## src/rtl/ps2_key_decoder.sv

```systemverilog
module ps2_key_decoder #(
  parameter int FILT_LEN    = 8,
  parameter int TIMEOUT_CYC = 10000
) (
  input  logic       clk,
  input  logic       rst_n,
  input  logic       kb_clk,
  input  logic       kb_dat,
  output logic       evt_valid,
  output logic [7:0] evt_code,
  output logic       evt_extended,
  output logic       evt_released,
  output logic       frame_err
);
  localparam int FW = $clog2(FILT_LEN + 1);
  localparam int TW = $clog2(TIMEOUT_CYC + 1);

  logic [1:0]    clk_s, dat_s;
  logic [FW-1:0] flt_cnt;
  logic          clk_lvl;
  logic          fall;
  logic [3:0]    bit_cnt;
  logic [7:0]    shreg;
  logic          par_bit;
  logic [TW-1:0] idle_cnt;
  logic          ext_pend, rel_pend;
  logic          good;

  always_ff @(posedge clk) begin
    if (!rst_n) begin
      clk_s <= 2'b11;
      dat_s <= 2'b11;
    end else begin
      clk_s <= {clk_s[0], kb_clk};
      dat_s <= {dat_s[0], kb_dat};
    end
  end

  always_ff @(posedge clk) begin
    if (!rst_n) begin
      flt_cnt <= '0;
      clk_lvl <= 1'b1;
    end else if (clk_s[1]) begin
      flt_cnt <= '0;
      clk_lvl <= 1'b1;
    end else if (flt_cnt != FW'(FILT_LEN)) begin
      flt_cnt <= flt_cnt + 1'b1;
    end else begin
      clk_lvl <= 1'b0;
    end
  end

  assign fall = clk_lvl && !clk_s[1] && (flt_cnt == FW'(FILT_LEN));
  assign good = (^{shreg, par_bit}) && dat_s[1];

  always_ff @(posedge clk) begin
    if (!rst_n) begin
      bit_cnt      <= '0;
      shreg        <= '0;
      par_bit      <= 1'b0;
      idle_cnt     <= '0;
      ext_pend     <= 1'b0;
      rel_pend     <= 1'b0;
      evt_valid    <= 1'b0;
      evt_code     <= '0;
      evt_extended <= 1'b0;
      evt_released <= 1'b0;
      frame_err    <= 1'b0;
    end else begin
      evt_valid <= 1'b0;
      frame_err <= 1'b0;
      if (fall) begin
        idle_cnt <= '0;
        if (bit_cnt == 4'd0) begin
          if (!dat_s[1]) bit_cnt <= 4'd1;
        end else if (bit_cnt <= 4'd8) begin
          shreg   <= {dat_s[1], shreg[7:1]};
          bit_cnt <= bit_cnt + 1'b1;
        end else if (bit_cnt == 4'd9) begin
          par_bit <= dat_s[1];
          bit_cnt <= 4'd10;
        end else begin
          bit_cnt <= 4'd0;
          if (!good) begin
            frame_err <= 1'b1;
            ext_pend  <= 1'b0;
            rel_pend  <= 1'b0;
          end else if (shreg == 8'hE0) begin
            ext_pend <= 1'b1;
          end else if (shreg == 8'hF0) begin
            rel_pend <= 1'b1;
          end else begin
            evt_valid    <= 1'b1;
            evt_code     <= shreg;
            evt_extended <= ext_pend;
            evt_released <= rel_pend;
            ext_pend     <= 1'b0;
            rel_pend     <= 1'b0;
          end
        end
      end else if (bit_cnt != 4'd0) begin
        if (idle_cnt == TW'(TIMEOUT_CYC)) begin
          bit_cnt  <= 4'd0;
          idle_cnt <= '0;
        end else begin
          idle_cnt <= idle_cnt + 1'b1;
        end
      end
    end
  end

  p_excl_r11: assert property (@(posedge clk) disable iff (!rst_n)
    !(evt_valid && frame_err));
  p_evt_pulse_r11: assert property (@(posedge clk) disable iff (!rst_n)
    evt_valid |=> !evt_valid);
  p_err_pulse_r3: assert property (@(posedge clk) disable iff (!rst_n)
    frame_err |=> !frame_err);
  p_err_clears_r7: assert property (@(posedge clk) disable iff (!rst_n)
    frame_err |-> (!ext_pend && !rel_pend));
  p_evt_clears_r6: assert property (@(posedge clk) disable iff (!rst_n)
    evt_valid |-> (!ext_pend && !rel_pend));
  p_timeout_r10: assert property (@(posedge clk) disable iff (!rst_n)
    (bit_cnt != 4'd0 && !fall && idle_cnt == TW'(TIMEOUT_CYC)) |=> (bit_cnt == 4'd0));
  p_fall_idle_r9: assert property (@(posedge clk) disable iff (!rst_n)
    fall |=> !fall);
endmodule

```

## config.mk

```make
export PLATFORM = sky130hd
export DESIGN_NAME = ps2_key_decoder
export DESIGN_NICKNAME = d
export VERILOG_FILES = /design/src/rtl/ps2_key_decoder.sv
export SDC_FILE = /design/constraint.sdc
export NUM_CORES = 1
export LEC_CHECK = 0
export CORE_MARGIN = 5
export CORE_UTILIZATION = 65
export CTS_CLUSTER_DIAMETER = 150
export DETAILED_ROUTE_END_ITERATION = 10
export DONT_BUFFER_PORTS = 1
export PLACE_DENSITY = 0.92
export SYNTH_ARGS = -nofsm -noshare
export SYNTH_HDL_FRONTEND = slang
export SYNTH_SLANG_ARGS = --single-unit
```

## constraint.sdc

```tcl
create_clock -name clk -period 3.3 [get_ports clk]
set_input_delay 0.495 -clock clk [delete_from_list [all_inputs] [get_ports clk]]
set_output_delay 0.495 -clock clk [all_outputs]
set_load 0.1 [all_outputs]
```

Word level (Yosys, flattened, before mapping) --
Index checks and enable logic that the tools add are counted.
Storage, ports and cells: word-level logic and storage cells 71, bits in registers 50
Cells by class: mux-type cells 16, equality and inequality tests 9, add/subtract/negate cells 3, magnitude comparators 1, reduce and logical (&&, ||, !) cells 19, bitwise gates (word level) 8
Operators with widths (number):
- 2-to-1 mux 4 bit | 7
- == test 8 bit (second input constant) | 2
- adder 14 x 1 -> 14 bit (second input constant) | 1
- == test 14 bit (second input constant) | 1
- 2-to-1 mux 14 bit | 1
- AND reduction 5 bit | 2
- parity 9 bit | 1
- adder 4 x 1 -> 4 bit (second input constant) | 2
- == test 4 bit (second input constant) | 2
- 2-to-1 mux 1 bit | 8
- NOT 1 bit | 8
- AND reduction 7 bit | 1
- OR reduction 7 bit | 1
- inequality test 3 bit (second input constant) | 2
- AND reduction 3 bit | 2
- OR reduction 5 bit | 1
- less-or-equal comparator 4 bit (second input constant) | 1
- logical NOT 4 bit | 1
- inequality test 4 bit (second input constant) | 1
- AND reduction 4 bit | 1
- nonzero test 2 bit | 2
- nonzero test 4 bit | 1
- OR reduction 2 bit | 2
- logical AND 1 bit | 3
- other kinds (2) | 2

Depth between registers and ports, before layout --
depth after elaboration 5, mapped depth 9, gate-level depth less buffers 8

Worst setup path after synthesis --
OpenSTA, ideal clock, no wires.
path kind register -> register, start point register bit_cnt[0], end point register idle_cnt[10], cell stages (with the launch flop) 10, buffers on the path 1, setup slack 1359 ps, arrival time 1813 ps, data required time 3172 ps, cell sequence dfxtp_1 inv_1 ha_1 or3b_2 clkbuf_1 nand4_1 nor2_1 nand3_1 xor2_1 nor2_1
Between the ends: cells in the longest elaborated chain, start to end 1
Ends and longest elaborated chain:
- start: declaration | line 22 | logic [3:0] bit_cnt;
- start signal: assignment | line 78 | bit_cnt <= bit_cnt + 1'b1;
- nonzero test 4 bit | line 101 | end else if (bit_cnt != 4'd0) begin
- end signal: assignment | line 106 | idle_cnt <= idle_cnt + 1'b1;
- end: declaration | line 25 | logic [TW-1:0] idle_cnt;
Every way passes these cells. A chain may end at the register's enable or synchronous reset.

Final worst setup path --
start point register flt_cnt[0], end point register bit_cnt[2]
Between the ends: cells in the longest elaborated chain, start to end 4, elaborated cells on any way between the ends 7, those cells by class 2 x eq/ne; 1 x mux; 4 x reduce/logical
Ends and longest elaborated chain:
- start: declaration | line 19 | logic [FW-1:0] flt_cnt;
- start signal: assignment | line 47 | flt_cnt <= flt_cnt + 1'b1;
- == test 4 bit (*) | line 53 | assign fall = clk_lvl && !clk_s[1] && (flt_cnt == FW'(FILT_LEN));
- logical AND 1 bit (*) | line 53
- inequality test 3 bit (no source line) or nonzero test 2 bit (tied branches)
- AND reduction 3 bit (no source line)
Mark *: on every way between the ends. The rest lies on a longest branch, timed or not.

==> impl_metrics.csv <==
group,metric,value,unit
global_routing,grt_pass1_wl,7180,um
global_routing,grt_util_met3,0.0560,
synthesis,async_reset_ff_frac,0,
floorplan,die_area,4900,sq um
timing,finalCritPeriodShare,0.713,
route,ant_nets,0,
placed_design,portBuffers,0,
timing,worstMarginPinSlew,0.989,ns
global_routing,grtUsageMet1,0.221,
synthesis,synth_flop_cell,"dfxtp_1",
timing,clock.fmax,425,MHz
synthesis,synth_edf_count,0,
route,drt_wl_total,4170,um
critical_path,start_kind,"flop",
pwr,p_leak,0.000923,uW
clock_tree,worstSkewPairLatency,0.36,ns
floorplan,io_pins,16,
floorplan,die_y,70.0,um
timing,fin_crit,2.35,ns
route,vias,1764,
global_routing,grt_antenna_before_repair,0,
synthesis,syn_area,2340,sq um
timing,rsz0062_at_grt,"false",
global_routing,grt_use_met2,0.291,
synthesis,syn_inst,268,
pwr,power_density,360,nW/um^2
layout,area_growth,2.62,%
timing,fin_worst_skew,0.0105,ns
global_routing,grt.total_usage,0.181,
clock_tree,cts.sinks,50,
worst_hold_path,hold_class,"primary input to flop",
clock_tree,hold_buffers,0,
job,maxCapViolations,0,
synthesis,synth_nets,279,
floorplan,die_w,70.0,um
global_routing,grt_max_degree,32,
route,wl_per_cell,13.4,um
critical_path,crit_type,"flop to flop",
timing,setup_tns,0,ns
critical_path,cp-end-kind,"flop",
critical_path,crit_required,3.60,ns
clock_tree,clkTransAtPathRegs,0.12,ns
placed_design,place_congestion,0.886,
synthesis,synth_cell_types,41,
synthesis,ys_warn_count,0,
clock_tree,cts_tree,"built",
global_routing,grt_pass1_vias,1645,
placed_design,dp_slack,0.979,ns
timing,maxSlewViolCount,0,
clock_tree,postCtsSetupRepairBufs,0,
timing,setup_violations,0,
synthesis,yosysSeqAreaShare,0.428,
timing,hold_violations,0,
outcome,status,"finished, final reports clean",
placed_design,hpwl,3080,um
global_routing,busiest_layer,"met2",
clock_tree,root_buffer,"clkbuf_4",
clock_tree,numCtsBuffers,5,
floorplan,initial_utilization,0.685,
clock_tree,clock_path_buffers,2,
synthesis,syn_area_per_cell,8.73,sq um
route,initialDrtViolationCount,161,
layout,n_antenna_cell,0,
route,drc,0,
floorplan,rows,21,
critical_path,worst-path-max-fanout,20,
pwr,ir_drop,272,uV
critical_path,arrival,2.66,ns
layout,nets,277,
floorplan,core,3420,sq um
synthesis,ys_ff_latch,50,
layout,final_layout_size_suffix_gt1_frac,0.0489,
route,first_pass_iters,4,
clock_tree,cts_resized,0,
clock_tree,cts-htree-levels,2,
timing,relSlewSlack,0.340,
route,vias_per_cell,5.65,
global_routing,overflow,0,
timing,setup_ws,0.947,ns
[routing by layer]
layer	wire length [um]	up-vias
met3	254	8
met5	0	-
li1	-	891
met2	1940	51
met4	78	0
met1	1890	814
[cells by family after synthesis]
family	after synthesis	synth area share
adders and majority gates	7	0.0374
and+or+nand+nor	112	0.236
DFF	50	0.428
buffers and inverters	30	0.0513
xor gates and xnor gates	24	0.108
muxes	1	0.00428
AOI/OAI and AO/OA	44	0.135
[path summary, 6_finish.rpt]
check	start	end	slack, ns	depth (start not counted)
min	rst_n	clk_s[0]	0.20	1
max	flt_cnt[0]	bit_cnt[2]	0.95	7
max reg2reg	flt_cnt[0]	bit_cnt[2]	0.95	7
min reg2reg	clk_s[0]	clk_s[1]	0.42	1
[where the power goes]
| group | switching, uW | internal (uW) |
|---|---|---|
| logic | 5.40 | 3.74 |
| registers | 2.28 | 606 |
| clock network | 167 | 80.6 |
[per-stage QoR]
stage / instance area [sq um] / instances / util / hold slack [ns] / total power (uW)
after CTS: 2400 / 312 / 0.703 / 0.191 / 873
after global routing: 2400 / 312 / 0.703 / 0.190 / 901
final: 2400 / 312 / 0.703 / 0.205 / 865
after detailed placement: 2360 / 305 / 0.690 / 0.396 / 631
after floorplan: 2340 / 268 / - / 0.386 / 633
after global placement: 2360 / 305 / 0.690 / 0.390 / 631
[Yosys cell counts, drive strengths merged, types with 2 or more instances]
cell type,count,area (sq um)
nand4,5,31.3
inv,21,78.8
dfxtp,50,1000
nand2,28,105
a21oi,4,20.0
xnor3,2,45.0
nand2b,7,43.8
nor2,40,150
a211oi,2,15.0
nor4,2,12.5
a21o,2,15.0
xnor2,13,129
a21boi,2,15.0
o22ai,2,12.5
clkbuf,8,30.0
o21ai,11,55.1
nor2b,3,18.8
a31oi,2,12.5
xor2,9,78.8
and2,9,56.3
ha,7,87.6
a22oi,12,90.1
nand3,10,50.1
or3b,2,17.5
[critical path, stage by stage (launching register included)]
cell      delay [ns]
dfxtp_1         0.36
inv_1           0.06
ha_1            0.18
nand3b_4        0.13
nor3b_4         0.33
nand3_1         0.50
or3b_2          0.61
a21boi_1        0.12
[cell type report]
cell class	instances	area [sq um]
fillers	281	1010
flip-flops and latches	50	1000
inverters	21	78.8
well taps	46	57.6
clock buffers	7	45.0
multi-input cells	188	1220
[cells in the final DEF (no fill, tap or decap), types with 2 or more instances in the layout]
cell and count:
a211oi_1 2, nand3_1 10, xor2_1 9, dfxtp_1 50, a31oi_1 2, and2_1 9
nand2_1 28, nor2_1 40, clkbuf_1 2, a22oi_1 12, o22ai_1 2, inv_1 21
xnor2_2 2, nor4_1 2, a21o_1 2, ha_1 7, xnor3_1 2, or3b_2 2
a21oi_1 4, nand4_1 5, clkbuf_4 5, o21ai_0 11, nand2b_1 7, xnor2_1 11
nor2b_1 3
[sequential cells by signal, indices dropped and copies added, names as in the netlist]
signal,cells
dat_s,2
rel_pend,1
clk_lvl,1
flt_cnt,4
evt_valid,1
idle_cnt,14
shreg,8
par_bit,1
bit_cnt,4
evt_extended,1
evt_released,1
clk_s,2
ext_pend,1
frame_err,1
evt_code,8
Power figures use the tool's default switching activity.
